`config.mk`:
```
export PLATFORM = sky130hd
export DESIGN_NAME = uart8n1_xcvr
export DESIGN_NICKNAME = d
export VERILOG_FILES = /design/src/rtl/uart_pkg.sv /design/src/rtl/uart_rate_ctl.sv /design/src/rtl/uart_rx_path.sv /design/src/rtl/uart_tx_path.sv /design/src/rtl/uart8n1_xcvr.sv
export SDC_FILE = /design/constraint.sdc
export NUM_CORES = 1
export LEC_CHECK = 0
export BUFFER_PORTS_ARGS = -buffer_cell sky130_fd_sc_hd__buf_2
export CORE_ASPECT_RATIO = 1.75
export CORE_MARGIN = 8
export CORE_UTILIZATION = 60
export CTS_CLUSTER_SIZE = 20
export DETAILED_ROUTE_END_ITERATION = 10
export HOLD_SLACK_MARGIN = 0.03
export PLACE_DENSITY = 0.88
export SLEW_MARGIN = 20
export SYNTH_ARGS = -nofsm -noshare
export SYNTH_HDL_FRONTEND = slang
export SYNTH_SLANG_ARGS = --single-unit
export TNS_END_PERCENT = 20
```
`constraint.sdc`:
```
create_clock -name clk -period 2.15 [get_ports clk]
set_input_delay 0.215 -clock clk [delete_from_list [all_inputs] [get_ports clk]]
set_output_delay 0.215 -clock clk [all_outputs]
set_load 0.01 [all_outputs]
```
`src/rtl/uart_pkg.sv`:
```
package uart_pkg;

  typedef enum logic [1:0] {
    RX_IDLE  = 2'd0,
    RX_START = 2'd1,
    RX_DATA  = 2'd2,
    RX_STOP  = 2'd3
  } rx_state_e;

  // nearest-integer clock divisor for a bit rate
  function automatic int unsigned rate_div(input int unsigned clk_hz, input int unsigned baud);
    return (clk_hz + baud / 2) / baud;
  endfunction

  function automatic int unsigned max3(input int unsigned a, input int unsigned b, input int unsigned c);
    int unsigned m;
    m = (a > b) ? a : b;
    return (m > c) ? m : c;
  endfunction

endpackage

```
`src/rtl/uart_rate_ctl.sv`:
```
module uart_rate_ctl
  import uart_pkg::*;
#(
  parameter int unsigned CLK_HZ = 250_000_000,
  parameter int unsigned RATE_0 = 1_200_000,
  parameter int unsigned RATE_1 = 1_500_000,
  parameter int unsigned RATE_2 = 2_000_000,
  parameter int          CNT_W  = 8
) (
  input  logic             clk,
  input  logic             rst,
  input  logic [1:0]       sel_i,
  input  logic             rx_idle_i,
  input  logic             tx_idle_i,
  output logic [CNT_W-1:0] div_o
);
  localparam logic [CNT_W-1:0] DIV_0 = CNT_W'(rate_div(CLK_HZ, RATE_0));
  localparam logic [CNT_W-1:0] DIV_1 = CNT_W'(rate_div(CLK_HZ, RATE_1));
  localparam logic [CNT_W-1:0] DIV_2 = CNT_W'(rate_div(CLK_HZ, RATE_2));

  logic [CNT_W-1:0] pick;

  always_comb begin
    case (sel_i)
      2'b01:   pick = DIV_1;
      2'b10:   pick = DIV_2;
      default: pick = DIV_0;
    endcase
  end

  always_ff @(posedge clk) begin
    if (rst)                        div_o <= DIV_0;
    else if (rx_idle_i && tx_idle_i) div_o <= pick;
  end

  // divisor moves only after an edge where both paths were idle
  assert_div_change_idle_R9: assert property (@(posedge clk) disable iff (rst)
    !$stable(div_o) |-> $past(rx_idle_i && tx_idle_i));

endmodule

```
`src/rtl/uart_rx_path.sv`:
```
module uart_rx_path
  import uart_pkg::*;
#(
  parameter int CNT_W = 8
) (
  input  logic             clk,
  input  logic             rst,
  input  logic [CNT_W-1:0] div_i,
  input  logic             line_i,
  output logic [7:0]       byte_o,
  output logic             valid_o,
  output logic             ferr_o,
  output logic             idle_o
);
  logic [1:0]       sync_q;
  logic             prev_q;
  rx_state_e        st_q;
  logic [CNT_W-1:0] cnt_q;
  logic [2:0]       bit_q;
  logic [7:0]       sh_q;
  logic             line_s;

  assign line_s = sync_q[1];
  assign idle_o = (st_q == RX_IDLE);

  always_ff @(posedge clk) begin
    if (rst) begin
      sync_q  <= 2'b11;
      prev_q  <= 1'b1;
      st_q    <= RX_IDLE;
      cnt_q   <= '0;
      bit_q   <= '0;
      sh_q    <= '0;
      byte_o  <= '0;
      valid_o <= 1'b0;
      ferr_o  <= 1'b0;
    end else begin
      sync_q  <= {sync_q[0], line_i};
      prev_q  <= line_s;
      valid_o <= 1'b0;
      ferr_o  <= 1'b0;
      if (st_q == RX_IDLE) begin
        if (prev_q && !line_s) begin
          st_q  <= RX_START;
          cnt_q <= (div_i >> 1) - CNT_W'(1);
        end
      end else if (cnt_q != '0) begin
        cnt_q <= cnt_q - CNT_W'(1);
      end else begin
        cnt_q <= div_i - CNT_W'(1);
        case (st_q)
          RX_START: begin
            if (line_s) st_q <= RX_IDLE;   // glitch, not a start bit
            else begin
              st_q  <= RX_DATA;
              bit_q <= '0;
            end
          end
          RX_DATA: begin
            sh_q  <= {line_s, sh_q[7:1]};
            bit_q <= bit_q + 3'd1;
            if (bit_q == 3'd7) st_q <= RX_STOP;
          end
          RX_STOP: begin
            st_q <= RX_IDLE;
            if (line_s) begin
              byte_o  <= sh_q;
              valid_o <= 1'b1;
            end else begin
              ferr_o <= 1'b1;
            end
          end
          default: st_q <= RX_IDLE;
        endcase
      end
    end
  end

  // completion is a single-cycle pulse
  assert_valid_pulse_R5: assert property (@(posedge clk) disable iff (rst)
    valid_o |=> !valid_o);
  // a frame ends either good or bad, never both
  assert_valid_ferr_excl_R7: assert property (@(posedge clk) disable iff (rst)
    !(valid_o && ferr_o));
  // a bad stop bit leaves the held byte alone
  assert_ferr_keeps_byte_R7: assert property (@(posedge clk) disable iff (rst)
    ferr_o |-> $stable(byte_o));

endmodule

```
`src/rtl/uart_tx_path.sv`:
```
module uart_tx_path
  import uart_pkg::*;
#(
  parameter int CNT_W = 8
) (
  input  logic             clk,
  input  logic             rst,
  input  logic [CNT_W-1:0] div_i,
  input  logic [7:0]       byte_i,
  input  logic             go_i,
  output logic             busy_o,
  output logic             line_o,
  output logic             idle_o
);
  logic [8:0]       sh_q;
  logic [CNT_W-1:0] cnt_q;
  logic [3:0]       bit_q;

  assign idle_o = !busy_o;

  always_ff @(posedge clk) begin
    if (rst) begin
      busy_o <= 1'b0;
      line_o <= 1'b1;
      sh_q   <= '1;
      cnt_q  <= '0;
      bit_q  <= '0;
    end else if (!busy_o) begin
      if (go_i) begin
        busy_o <= 1'b1;
        line_o <= 1'b0;
        sh_q   <= {1'b1, byte_i};
        cnt_q  <= div_i - CNT_W'(1);
        bit_q  <= '0;
      end
    end else if (cnt_q != '0) begin
      cnt_q <= cnt_q - CNT_W'(1);
    end else begin
      cnt_q <= div_i - CNT_W'(1);
      if (bit_q == 4'd9) begin
        busy_o <= 1'b0;
      end else begin
        line_o <= sh_q[0];
        sh_q   <= {1'b1, sh_q[8:1]};
        bit_q  <= bit_q + 4'd1;
      end
    end
  end

  // line rests high whenever the path is idle
  assert_idle_line_high_R3: assert property (@(posedge clk) disable iff (rst)
    !busy_o |-> line_o);
  // a frame opens with the low start bit
  assert_start_bit_low_R2: assert property (@(posedge clk) disable iff (rst)
    $rose(busy_o) |-> !line_o);
  // the byte is taken only on the edge where busy rises
  assert_busy_holds_R4: assert property (@(posedge clk) disable iff (rst)
    (busy_o && $past(busy_o)) |-> $stable(sh_q) || (cnt_q == div_i - CNT_W'(1)));

endmodule

```
`src/rtl/uart8n1_xcvr.sv`:
```
module uart8n1_xcvr
  import uart_pkg::*;
#(
  parameter int unsigned CLK_HZ = 250_000_000,
  parameter int unsigned RATE_0 = 1_200_000,
  parameter int unsigned RATE_1 = 1_500_000,
  parameter int unsigned RATE_2 = 2_000_000
) (
  input  logic       clk,
  input  logic       rst,
  input  logic [1:0] rate_sel,
  input  logic       ser_in,
  output logic [7:0] rx_byte,
  output logic       rx_valid,
  output logic       rx_ferr,
  input  logic [7:0] tx_byte,
  input  logic       tx_go,
  output logic       tx_busy,
  output logic       ser_out
);
  localparam int unsigned DIV_MAX = max3(rate_div(CLK_HZ, RATE_0),
                                         rate_div(CLK_HZ, RATE_1),
                                         rate_div(CLK_HZ, RATE_2));
  localparam int CNT_W = $clog2(DIV_MAX + 1);

  logic [CNT_W-1:0] div;
  logic             rx_idle;
  logic             tx_idle;

  uart_rate_ctl #(
    .CLK_HZ(CLK_HZ), .RATE_0(RATE_0), .RATE_1(RATE_1), .RATE_2(RATE_2), .CNT_W(CNT_W)
  ) u_rate (
    .clk(clk), .rst(rst), .sel_i(rate_sel),
    .rx_idle_i(rx_idle), .tx_idle_i(tx_idle), .div_o(div)
  );

  uart_rx_path #(.CNT_W(CNT_W)) u_rx (
    .clk(clk), .rst(rst), .div_i(div), .line_i(ser_in),
    .byte_o(rx_byte), .valid_o(rx_valid), .ferr_o(rx_ferr), .idle_o(rx_idle)
  );

  uart_tx_path #(.CNT_W(CNT_W)) u_tx (
    .clk(clk), .rst(rst), .div_i(div), .byte_i(tx_byte), .go_i(tx_go),
    .busy_o(tx_busy), .line_o(ser_out), .idle_o(tx_idle)
  );

endmodule

```
# Word level (Yosys, flattened, before mapping)
# Index checks and enable logic that the tools add are counted.
# totals
register_bits	65
output_inout_bits	12
latch_bits	0
input_bits	14
ram_bits	0
memories	0
romBits	0
word_cells	85
# op_classes
magnitude_cmp	0
mul	0
bitwise	3
shifts	0
n_reduce_logical	15
n_div	0
eq_ne	13
n_mux	33
addsub	6
# op_table
cell	n
$mux 8	6
$mux 9	4
$sub 8x1->8 const B	3
$mux 4	4
$pmux 8 s2	1
$reduce_bool 8->1	2
$mux 1	10
$mux 2	5
$reduce_and 3->1	3
$ne 2x2->1 const B	4
$reduce_and 4->1	2
$sub 7x1->8 const B	1
$eq 2x2->1 const B	3
$pmux 3 s2	1
$add 4x1->4 const B	1
$eq 2x1->1 const B	2
$eq 4x4->1 const B	1
$pmux 2 s2	1
$reduce_bool 2->1	2
$reduce_or 4->1	1
$add 3x1->3 const B	1
$eq 3x3->1 const B	1
$mux 3	1
$ne 3x2->1 const B	1
5 further kinds	9

# Depth between registers and ports, before layout
# Gate-level depths: netlist of run 1.
# depth
depth_word	5
depth_mapped	8
ltp_nobuf	6

# Cells and area by module
# A second synthesis of run 1 with hierarchy kept.
# unflattened
cells_unflattened	388
hier_area_um2	3369.5
# by_module_without_submodules
mod	area_each_um2	seq_area_each_um2	cells_per_inst	instances
uart_rx_path	1694.1	680.7	199	1
uart_tx_path	1377.6	440.4	160	1
uart_rate_ctl	297.8	100.1	29	1

# Worst setup path before layout of run 1
# Ideal clock, no wire load.
# synth_timing
path_type	reg2reg
startpoint	register u_rate.div_o[5]
endpoint	register u_rx.cnt_q[7]
period_less_slack_ns	1.916
arrival_ns	1.820
path_slack_ns	0.234
required_time_ns	2.055
setup_ns	0.095
path_stages_with_launch	8
n_path_buf	1
cell_sequence	dfxtp_1 -> clkbuf_1 -> inv_1 -> ha_1 -> nor4b_1 -> xor2_1 -> o221ai_1 -> a221oi_1
# synth_between
elab_chain_cells	3
word_cells_on_any_way	5
classes_between	2 x add/sub; 3 x mux
# synth_rtl
item	line_no	text
from (decl)	uart_rate_ctl.sv:15	output logic [CNT_W-1:0] div_o
from (signal assigned)	uart_rate_ctl.sv:33	else if (rx_idle_i && tx_idle_i) div_o <= pick;
$sub 8x1->8 or $sub 7x1->8 (tied branches)	uart_rx_path.sv:50, uart_rx_path.sv:45	
$mux 8 (on tied branches)	uart_rx_path.sv:47, uart_rx_path.sv:43	
$mux 8 *	uart_rx_path.sv:42	if (st_q == RX_IDLE) begin
to (signal assigned)	uart_rx_path.sv:45	cnt_q <= (div_i >> 1) - CNT_W'(1);
to (signal assigned)	uart_rx_path.sv:48	cnt_q <= cnt_q - CNT_W'(1);
to (signal assigned)	uart_rx_path.sv:50	cnt_q <= div_i - CNT_W'(1);
to (decl)	uart_rx_path.sv:18	logic [CNT_W-1:0] cnt_q;
# Every way passes the cells marked *; elsewhere a longest branch is shown, timed or not. The select of a mux whose other input is x is not followed.
# A chain may end at the register's enable or synchronous reset.

# Worst setup path after layout of run 1
# layout_timing
startpoint	register u_rx.cnt_q[0]
endpoint	register u_rx.byte_o[6]
# layout_between
elab_chain_cells	3
# layout_rtl
item	line_no	text
$reduce_bool 8->1	uart_rx_path.sv:47	end else if (cnt_q != '0) begin
$not 1->1 (no source line)	n/a	
$reduce_and 4->1 (no source line)	n/a	
to (signal assigned)	uart_rx_path.sv:67	byte_o <= sh_q;
to (decl)	uart_rx_path.sv:10	output logic [7:0] byte_o,
# Every way passes these cells.

==> results of run 1 <==
[cell families after synthesis]
kind of cell / Yosys count
buffers and inverters: 46
flip-flops: 61
adder cells (fa/ha/maj): 20
AND/OR/NAND/NOR: 138
AO/OA/AOI/OAI: 90
multiplexers: 27
XOR/XNOR: 7
[where the power goes]
group	switching (mW)	leakage, nW	internal [mW]
combinational	0.620	1.02	0.422
clock	0.466	0.0812	0.438
sequential	0.105	0.499	1.22
[final cells by class]
| cell class | instances | area, um2 |
|---|---|---|
| timing repair buffer | 45 | 279.0 |
| clock buffer | 11 | 141.4 |
| multi-input combinational | 282 | 1998 |
| sequential | 61 | 1221 |
| clock inverter | 4 | 25.02 |
| fill | 439 | 1705 |
| inverter | 20 | 75.07 |
| tap | 76 | 95.09 |
[worst max-delay path by stage]
| stage | endpoint | from | slack, ns | cells past startpoint |
|---|---|---|---|---|
| floorplan | u_rx.cnt_q[7]$_SDFFE_PP0P_ | u_rate.div_o[5]$_SDFFE_PP0P_ | 0.23 | 7 |
| detailed placement | u_rx.byte_o[6]$_SDFFE_PP0P_ | u_rx.cnt_q[0]$_SDFFE_PP0P_ | 0.03 | 7 |
| global placement | u_rx.byte_o[1]$_SDFFE_PP0P_ | u_rx.cnt_q[0]$_SDFFE_PP0P_ | 0.13 | 7 |
| finish | u_rx.byte_o[6]$_SDFFE_PP0P_ | u_rx.cnt_q[0]$_SDFFE_PP0P_ | 0.08 | 7 |
| global route | u_rx.byte_o[3]$_SDFFE_PP0P_ | u_rx.cnt_q[0]$_SDFFE_PP0P_ | 0.01 | 7 |
| CTS | u_rx.byte_o[6]$_SDFFE_PP0P_ | u_rx.cnt_q[0]$_SDFFE_PP0P_ | 0.09 | 7 |
[sequential cells by signal, summed over array words and instances (netlist names)]
| register | flops |
|---|---|
| u_rx.sh_q | 8 |
| u_rx.st_q | 2 |
| u_rx.cnt_q | 8 |
| u_rx.bit_q | 3 |
| u_tx.line_o | 1 |
| u_rx.valid_o | 1 |
| u_rx.sync_q | 2 |
| u_tx.busy_o | 1 |
| u_tx.cnt_q | 8 |
| u_rx.prev_q | 1 |
| u_rx.byte_o | 8 |
| u_tx.sh_q | 8 |
| u_tx.bit_q | 4 |
| u_rate.div_o | 5 |
| u_rx.ferr_o | 1 |
[cell usage after synthesis, types with 5 or more instances]
master    count
nand2_1      16
nor3_1        6
nor4_1       11
ha_1         20
or2_2         6
mux2_2        7
nand2b_1      5
o211ai_1     10
nand3_1      10
o31ai_1       5
clkbuf_1     19
xor2_1        6
nor2_1       42
mux2i_1      20
o21ai_0      17
nor2b_1       6
a21oi_1      28
dfxtp_1      61
inv_1        20
[per-layer routing]
layer  vias to the layer above  wire length [um]  GRT usage
met5                         -                 0          0
met4                         0               536     0.1962
met3                        60               594    0.06586
met2                       177              4567     0.3827
met1                      1497              3212     0.2113
li1                       1473                 -          -
[cells in the final DEF (no fill, tap or decap), types with 7 or more instances in the layout]
master    count
inv_1        20
clkbuf_8     10
buf_2        25
mux2i_1      20
nand3_1      10
ha_1         19
o21ai_0      17
nor4_1       10
nor2_1       42
nand2_1      16
a21oi_1      28
dfxtp_1      61
o211ai_1     10
buf_4        19
mux2_2        7
[repair_timing]
action	CTS	global route
setup endpoints to repair	2	7
pin swaps	0	0
resized for setup	1	3
hold buffers	0	0
setup buffers	0	0
[per-stage QoR]
stage / area [um2] / utilization / instances
after floorplan: 3412 / - / 389
after global placement: 3652 / 0.6592 / 484
after detailed placement: 3652 / 0.6592 / 484
after CTS: 3822 / 0.6899 / 499
after global routing: 3835 / 0.6922 / 499
final: 3835 / 0.6922 / 499
==> impl_metrics.toml, run 1 <==
[outcome]
status = "completed"

[clock_network]
cts_sinks = 61
htree_levels = 3
clkLatencyLatePin_ns = 0.36
clk_pin_slew_worst_paths_ns = 0.08
cts_root_buf = "clkbuf_8"
cts_buffers = 9
clockBufferDepth = 2
cts_tree = "yes"

[sta]
final.setup.worst_slack_ns = 0.08131
max_freq_mhz = 483.4
setup-tns-final_ns = 0
hold_viol_final = 0
slew_headroom = 0.5954
setup_violations = 0
clock_skew_ns = 0.01514
tightest_slew_ns = 0.6056
finalCriticalPeriod_ns = 2.069
slew_viol_final = 0
whs_ns = 0.04535
grt_setup_unrepaired = "false"
fin_crit_sh = 0.9622

[yosys]
synth_top_flop_cell = "dfxtp_1"
syn_inst = 389
synth_top_area_share = 0.3579
synth_fp_nets = 423
synthMuxAreaShare = 0.08177
syn-mean-instance-area_um2 = 8.771
seq_area_frac_synth = 0.3579
synth_area_leaders = "dfxtp_1 36%, ha_1 7.3%, mux2i_1 5.9%"
synth_edf_count = 0
ys_async_sr_fraction = 0
ys_ff_latch = 61
synth_compound_area_frac = 0.1735
synth_adder_area_share = 0.07334
synth_top_family_by_area = "simple AND/OR/NAND/NOR gates"
syn_area_um2 = 3412
synth_cell_types = 64
synthXorXnorAreaFrac = 0.01797
yosys_warnings = 0
synth-simple-area-share = 0.2354
synth_top_cell_by_area = "dfxtp_1"

[power]
p_leak_nw = 1.596
powerDensity_nw_per_um2 = 852.0
fin_total_pwr_mw = 3.267
vdd_ir_drop_max_uv = 703.2

[global_route]
grt_antenna_before_repair = 0
grt_pass1_wl_um = 14790
grt_overflow = 0
gr-usage-all-layers = 0.2244
grt_max_degree = 40
grt_pass1_vias = 3333

[setup_path]
path_cells = "inv_1 > ha_2 > or4b_4 > nor4_4 > buf_6 > mux2i_1 > nor2_1"
r2r-end = "u_rx.byte_o[6]$_SDFFE_PP0P_"
path_buf_inv = 2
crit_required_ns = 2.39
cp-end-kind = "flip-flop"
worstPathArrival_ns = 2.31
rr_worst_depth = 7
startpoint_type = "flip-flop"
reg2reg_setup_slack_ns = 0.08
crit_family = "simple AND/OR/NAND/NOR gates"
worst_path_max_delay_cell = "or4b_4"
cp_max_fo = 9
critPathMaxStageDelay_ns = 0.54
r2r_start = "u_rx.cnt_q[0]$_SDFFE_PP0P_"
worstSetupPathType = "reg2reg"

[flow_run]
drv_cap = 0

[die]
core_area_um2 = 5540
rows = 36
io-pin-count = 26
die-area_um2 = 8451
die_x_um = 73.01
start_util = 0.6159
die_h_um = 115.8

[detailed_routing]
route.detailed.drc = 0
viasPerCell = 6.427
first_iter_violations = 232
routedWlPerCell_um = 17.86
totalWireLength_um = 8910
drtAntennaViolNets = 0
vias = 3207
drt-pass1-iter-count = 7

[place]
portBuffers = 25
preCtsSetupSlack_ns = 0.03308
place_hpwl_um = 6191
gp_congestion = 0.9597

[layout]
diodes = 0
drive_gt1_frac = 0.2057
area_growth_pct = 12.39
nNetsFinal = 453

[worst_hold_path]
hold_path_end = "u_rx.sync_q[0]$_SDFF_PP1_"
hp-start = "ser_in"
hold_depth = 2
holdCritPathClass = "in2reg"
No activity file was read; power rests on OpenSTA's default activity.
==> run 2, diff against run 1 <==
--- a/config.mk
+++ b/config.mk
@@ -8,11 +8,11 @@
 export BUFFER_PORTS_ARGS = -buffer_cell sky130_fd_sc_hd__buf_2
 export CORE_ASPECT_RATIO = 1.75
 export CORE_MARGIN = 8
-export CORE_UTILIZATION = 60
+export CORE_UTILIZATION = 40
 export CTS_CLUSTER_SIZE = 20
 export DETAILED_ROUTE_END_ITERATION = 10
 export HOLD_SLACK_MARGIN = 0.03
-export PLACE_DENSITY = 0.88
+export PLACE_DENSITY = 0.65
 export SLEW_MARGIN = 20
 export SYNTH_ARGS = -nofsm -noshare
 export SYNTH_HDL_FRONTEND = slang
==> impl_metrics.toml, run 2 (synthesized netlist as in run 1, its figures left out) <==
[setup_path]
worstPathArrival_ns = 2.25
cp-end-kind = "flip-flop"
worst_path_max_delay_cell = "or4b_4"
r2r-end = "u_rx.cnt_q[6]$_SDFFE_PP0P_"
r2r_start = "u_rx.cnt_q[0]$_SDFFE_PP0P_"
path_cells = "inv_1 > ha_1 > or4b_4 > buf_4 > o32a_1 > o221ai_1 > o21ai_1"
cp.depth = 7
cp_max_fo = 7
endpoint = "u_rx.cnt_q[6]$_SDFFE_PP0P_"
crit_family = "compound AO/OA/AOI/OAI gates"
critPathMaxStageDelay_ns = 0.49
rr_worst_depth = 7
crit_start = "u_rx.cnt_q[0]$_SDFFE_PP0P_"
path_buf_inv = 2
crit_required_ns = 2.37
worstSetupPathType = "reg2reg"
reg2reg_setup_slack_ns = 0.12
startpoint_type = "flip-flop"

[detailed_routing]
routedWlPerCell_um = 15.75
drt-pass1-iter-count = 4
vias = 2940
route.detailed.drc = 0
first_iter_violations = 149
drtAntennaViolNets = 0
viasPerCell = 5.465
totalWireLength_um = 8473

[worst_hold_path]
holdCritPathClass = "in2reg"
hp-start = "ser_in"

[sta]
finalCriticalPeriod_ns = 2.029
fin_crit_sh = 0.9439
whs_ns = 0.07405
hold_viol_final = 0
grt_setup_unrepaired = "false"
setup_violations = 0
max_freq_mhz = 492.8
tightest_slew_ns = 0.5037
final.setup.worst_slack_ns = 0.1206
slew_headroom = 0.6595
setup-tns-final_ns = 0
clock_skew_ns = 0.006010
slew_viol_final = 0

[power]
p_comb_frac = 0.270
p_leak_nw = 1.637
swShare = 0.3367
power_frac_clock = 0.363
seqPwrFrac = 0.367
p_sw_mw = 1.227
powerDensity_nw_per_um2 = 917.6
fin_total_pwr_mw = 3.645
vdd_ir_drop_max_uv = 623.7
p_int_mw = 2.418

[die]
core_area_um2 = 8313
die_x_um = 85.82
rows = 44
die_h_um = 138.2
start_util = 0.4104
io-pin-count = 26
die-area_um2 = 11860

[global_route]
grt_pass1_wl_um = 14230
grt_max_degree = 38
grt_overflow = 0
gr-usage-all-layers = 0.1492
grt_pass1_vias = 3048
grt_antenna_before_repair = 0

[clock_network]
clkLatencyLatePin_ns = 0.34
cts_sinks = 61
clk_pin_slew_worst_paths_ns = 0.05
cts_tree = "yes"
cts_root_buf = "clkbuf_16"
clockBufferDepth = 2
htree_levels = 3
cts_buffers = 9

[layout]
fin_util = 0.4779
area_growth_pct = 16.43
final_common_cell = "dfxtp_1"
final_cell_mix = "61 x dfxtp_1, 42 x nor2_1, 28 x a21oi_1, 25 x buf_2"
nNetsFinal = 452
drive_gt1_frac = 0.2033
design_area_um2 = 3973
diodes = 0
fillers = 787
final_cell_count_no_fill = 538

[outcome]
status = "completed"

[place]
placed_cell_area_um2 = 3694
preCtsSetupSlack_ns = 0.1446
portBuffers = 25
gp_congestion = 0.8329
place_hpwl_um = 6148
dp_cells = 522

[flow_run]
drv_cap = 0
## run 2: changes by cell type in the layout (fill, tap and decap cells not counted), sizes merged
cell and change:
buf -1, inv +2, clkbuf -2, clkinvlp +1
## run 2: cell type report
cell class | instances | area, um2 | area share
clock buffers | 9 | 225.2 | 0.05669
clock inverters | 7 | 50.05 | 0.01260
inverters | 20 | 75.07 | 0.01890
multi-input cells | 282 | 1989 | 0.5008
flip-flops and latches | 61 | 1221 | 0.3074
well taps | 115 | 143.9 | 0.03622
repair buffers | 44 | 267.8 | 0.06740
## run 2: power groups by stage
stage,combinational [mW],clock [mW],sequential [mW]
4_1_cts,0.973,1.35,1.33
5_1_grt,1.09,1.39,1.35
3_3_place_gp,0.954,0,1.35
6_report,0.985,1.32,1.34
3_5_place_dp,0.962,0,1.35
2_1_floorplan,0.726,0,1.31
## run 2: how the worst min path moves through the flow
stage	to	slack, ns	cells after the start
after global routing	u_rx.sync_q[0]$_SDFF_PP1_	0.08	2
after CTS	u_rx.sync_q[0]$_SDFF_PP1_	0.07	2
after floorplan	u_rx.sync_q[0]$_SDFF_PP1_	0.32	1
final	u_rx.sync_q[0]$_SDFF_PP1_	0.07	2
after global placement	u_rx.sync_q[0]$_SDFF_PP1_	0.40	2
after detailed placement	u_rx.sync_q[0]$_SDFF_PP1_	0.42	2
## run 2: worst register-to-register path, stage by stage (launching register included)
cell and delay, ns:
dfxtp_1 0.33, inv_1 0.11, ha_1 0.20, or4b_4 0.49, buf_4 0.19, o32a_1 0.34, o221ai_1 0.18, o21ai_1 0.09
## run 2: timing repair
item | CTS | global route
endpoints found under the setup margin | 0 | 1
resized for setup | 0 | 1
setup buffers | 0 | 0
hold buffers | 0 | 0
## run 2: layer usage
layer | share of wire | vias to the layer above | track usage
li1 | - | 1472 | -
met1 | 0.39 | 1416 | 0.1415
met2 | 0.56 | 38 | 0.2823
met3 | 0.024 | 14 | 0.03561
met4 | 0.023 | 0 | 0.07714
met5 | 0 | - | 0
==> run 3, diff against run 2 <==
--- a/config.mk
+++ b/config.mk
@@ -5,6 +5,7 @@
 export SDC_FILE = /design/constraint.sdc
 export NUM_CORES = 1
 export LEC_CHECK = 0
+export ABC_AREA = 1
 export BUFFER_PORTS_ARGS = -buffer_cell sky130_fd_sc_hd__buf_2
 export CORE_ASPECT_RATIO = 1.75
 export CORE_MARGIN = 8
==> impl_metrics.toml, run 3 <==
[sta]
fin_crit_sh = 0.8639
max_freq_mhz = 538.4
slew_headroom = 0.4382
slew_viol_final = 0
hold_viol_final = 0
finalCriticalPeriod_ns = 1.857
clock_skew_ns = 0.006038
setup-tns-final_ns = 0
setup_violations = 0
grt_setup_unrepaired = "false"
tightest_slew_ns = 0.8417

[power]
fin_total_pwr_mw = 5.224
p_int_mw = 3.027
p_comb_frac = 0.425
power_frac_clock = 0.277
p_leak_nw = 1.847
powerDensity_nw_per_um2 = 1358
swShare = 0.4206
seqPwrFrac = 0.298
vdd_ir_drop_max_uv = 576.3
p_sw_mw = 2.197

[setup_path]
worstPathArrival_ns = 2.08
cp_max_fo = 15
worst_path_max_delay_cell = "nand2_1"
crit_family = "simple AND/OR/NAND/NOR gates"
r2r_start = "u_rx.st_q[0]$_SDFFE_PP0P_"
rr_worst_depth = 8
r2r-end = "u_rx.st_q[1]$_SDFFE_PP0P_"
worstSetupPathType = "reg2reg"
startpoint_type = "flip-flop"
reg2reg_setup_slack_ns = 0.29
path_buf_inv = 2
cp-end-kind = "flip-flop"
crit_required_ns = 2.37
path_cells = "inv_1 > ha_1 > nand2_1 > inv_1 > nor2_1 > nand2_1 > o21ai_0 > nor2_1"
critPathMaxStageDelay_ns = 0.41

[die]
rows = 44
die-area_um2 = 11670
die_h_um = 137.0
start_util = 0.4082
core_area_um2 = 8203
die_x_um = 85.16
io-pin-count = 26

[detailed_routing]
route.detailed.drc = 0
viasPerCell = 5.000
drt-pass1-iter-count = 5
drtAntennaViolNets = 0
first_iter_violations = 169
totalWireLength_um = 7522
vias = 2945
routedWlPerCell_um = 12.77

[clock_network]
cts_tree = "yes"
clkLatencyLatePin_ns = 0.33
cts_sinks = 61
clk_pin_slew_worst_paths_ns = 0.05
cts_root_buf = "clkbuf_16"
cts_hold_buf = 0
htree_levels = 3
cts_setup_buffers = 0
clockBufferDepth = 2
cts_buffers = 9
postCtsResizedCells = 0

[layout]
fillers = 821
final-seq-area_um2 = 1221
final_common_cell = "nand2_1"
multi_input_area_um2 = 1823
nNetsFinal = 526
drive_gt1_frac = 0.1630
area_growth_pct = 14.91
design_area_um2 = 3847
diodes = 0
final_cell_mix = "94 x nand2_1, 61 x dfxtp_1, 57 x nor2_1, 54 x inv_1, 43 x nand3_1"

[global_route]
gr-usage-met1 = 0.1280
grt-busiest-layer = "met2"
grt_overflow = 0
gr-usage-all-layers = 0.1387
grt_antenna_before_repair = 0
grt_pass1_wl_um = 12790
grt_pass1_vias = 2927
met2_usage = 0.2585
gr-usage-met3 = 0.03067
grt_max_degree = 32

[worst_hold_path]
holdCritPathClass = "in2reg"
hold_depth = 2
hp-start = "ser_in"
hold_path_end = "u_rx.sync_q[0]$_SDFF_PP1_"

[yosys]
synth_compound_area_frac = 0.1252
synthTopCellsByCount = "94 x nand2_1, 61 x dfxtp_1, 57 x nor2_1"
synthMuxAreaShare = 0
syn-mean-instance-area_um2 = 7.200
syn_area_um2 = 3348
synth_fp_nets = 499
synth_cell_types = 33
synth-simple-area-share = 0.3236
synth_adder_area_share = 0.07474
synthXorXnorAreaFrac = 0.02093
synth_top_family_by_area = "simple AND/OR/NAND/NOR gates"
post-synth-top-count-cell = "nand2_1"
synth_top_area_share = 0.3647
syn_inst = 465
yosys_warnings = 0
ys_ff_latch = 61
synth_edf_count = 0
synth_area_leaders = "dfxtp_1 36%, nand2_1 11%, ha_1 7.5%"
ys_async_sr_fraction = 0
seq_area_frac_synth = 0.3647
synth_top_flop_cell = "dfxtp_1"
synth_top_cell_by_area = "dfxtp_1"

[place]
portBuffers = 25
place_hpwl_um = 5541
placed_cell_area_um2 = 3545
gp_congestion = 0.8584

[flow_run]
drv_cap = 0

[outcome]
status = "completed"
run 3: cell count changes in the layout (fill, tap and decap cells not counted), sizes merged, moves of 5 or more:
cell    previous run  this run
nor2              42        68
mux2               7         0
inv               22        60
nor3               7         1
mux2i             20         0
buf               44        29
or3                5         0
nor4              13         0
nand3             11        43
nand2             16        99
nand2b             5         0
o31ai              5         0
nor2b              6         0
o21ai             19        37
run 3: worst max path at each step:
| stage | from | end | slack [ns] | cells after the start |
|---|---|---|---|---|
| final | u_rx.st_q[0]$_SDFFE_PP0P_ | u_rx.st_q[1]$_SDFFE_PP0P_ | 0.29 | 8 |
| after global routing | u_rx.st_q[0]$_SDFFE_PP0P_ | u_rx.st_q[1]$_SDFFE_PP0P_ | 0.11 | 8 |
| after CTS | u_rx.st_q[0]$_SDFFE_PP0P_ | u_rx.st_q[1]$_SDFFE_PP0P_ | 0.31 | 8 |
| after detailed placement | u_rx.st_q[0]$_SDFFE_PP0P_ | u_rx.st_q[1]$_SDFFE_PP0P_ | 0.34 | 8 |
| after global placement | u_rx.st_q[0]$_SDFFE_PP0P_ | u_rx.st_q[1]$_SDFFE_PP0P_ | 0.40 | 8 |
| after floorplan | u_rx.st_q[0]$_SDFFE_PP0P_ | u_rx.byte_o[7]$_SDFFE_PP0P_ | 0.66 | 8 |
run 3: worst register-to-register path: stages (launching register included):
cell and delay [ns]:
dfxtp_1 0.38, inv_1 0.10, ha_1 0.34, nand2_1 0.41
inv_1 0.12, nor2_1 0.11, nand2_1 0.09, o21ai_0 0.16
nor2_1 0.06
run 3: per-layer routing:
layer / up-vias / part of all wire
li1: 1535 / -
met1: 1341 / 0.40
met2: 54 / 0.54
met3: 15 / 0.031
met4: 0 / 0.032
met5: - / 0
run 3: power by group through the flow:
stage | Sequential (mW) | Clock (mW) | Combinational (mW)
detailed placement | 1.58 | 0 | 2.21
floorplan | 1.53 | 0 | 1.81
CTS | 1.56 | 1.49 | 2.23
global route | 1.59 | 1.54 | 2.52
finish | 1.56 | 1.44 | 2.22
global placement | 1.57 | 0 | 2.18
run 3: layout make-up:
type | instances | share of cell area
Inverter | 60 | 0.05984
Clock inverter | 5 | 0.01561
Timing Repair Buffer | 29 | 0.04033
Tap cell | 92 | 0.02992
Clock buffer | 11 | 0.06309
Multi-Input combinational cell | 331 | 0.4738
Sequential cell | 61 | 0.3174
run 3: per-stage QoR:
step,util,hold WS (ns),worst slack [ns],cells
detailed placement,0.4321,0.3963,0.3375,573
global placement,0.4321,0.3933,0.3992,573
finish,0.4690,0.06383,0.2925,589
global route,0.4690,0.05907,0.1111,589
CTS,0.4690,0.04871,0.3137,589
floorplan,-,0.3188,0.6567,465
run 3: cells by family after synthesis:
logic type,count (synthesis)
AOI/OAI and AO/OA,76
DFF,61
buffers and inverters,73
xor gates and xnor gates,8
and+or+nand+nor,227
adders and majority gates,20
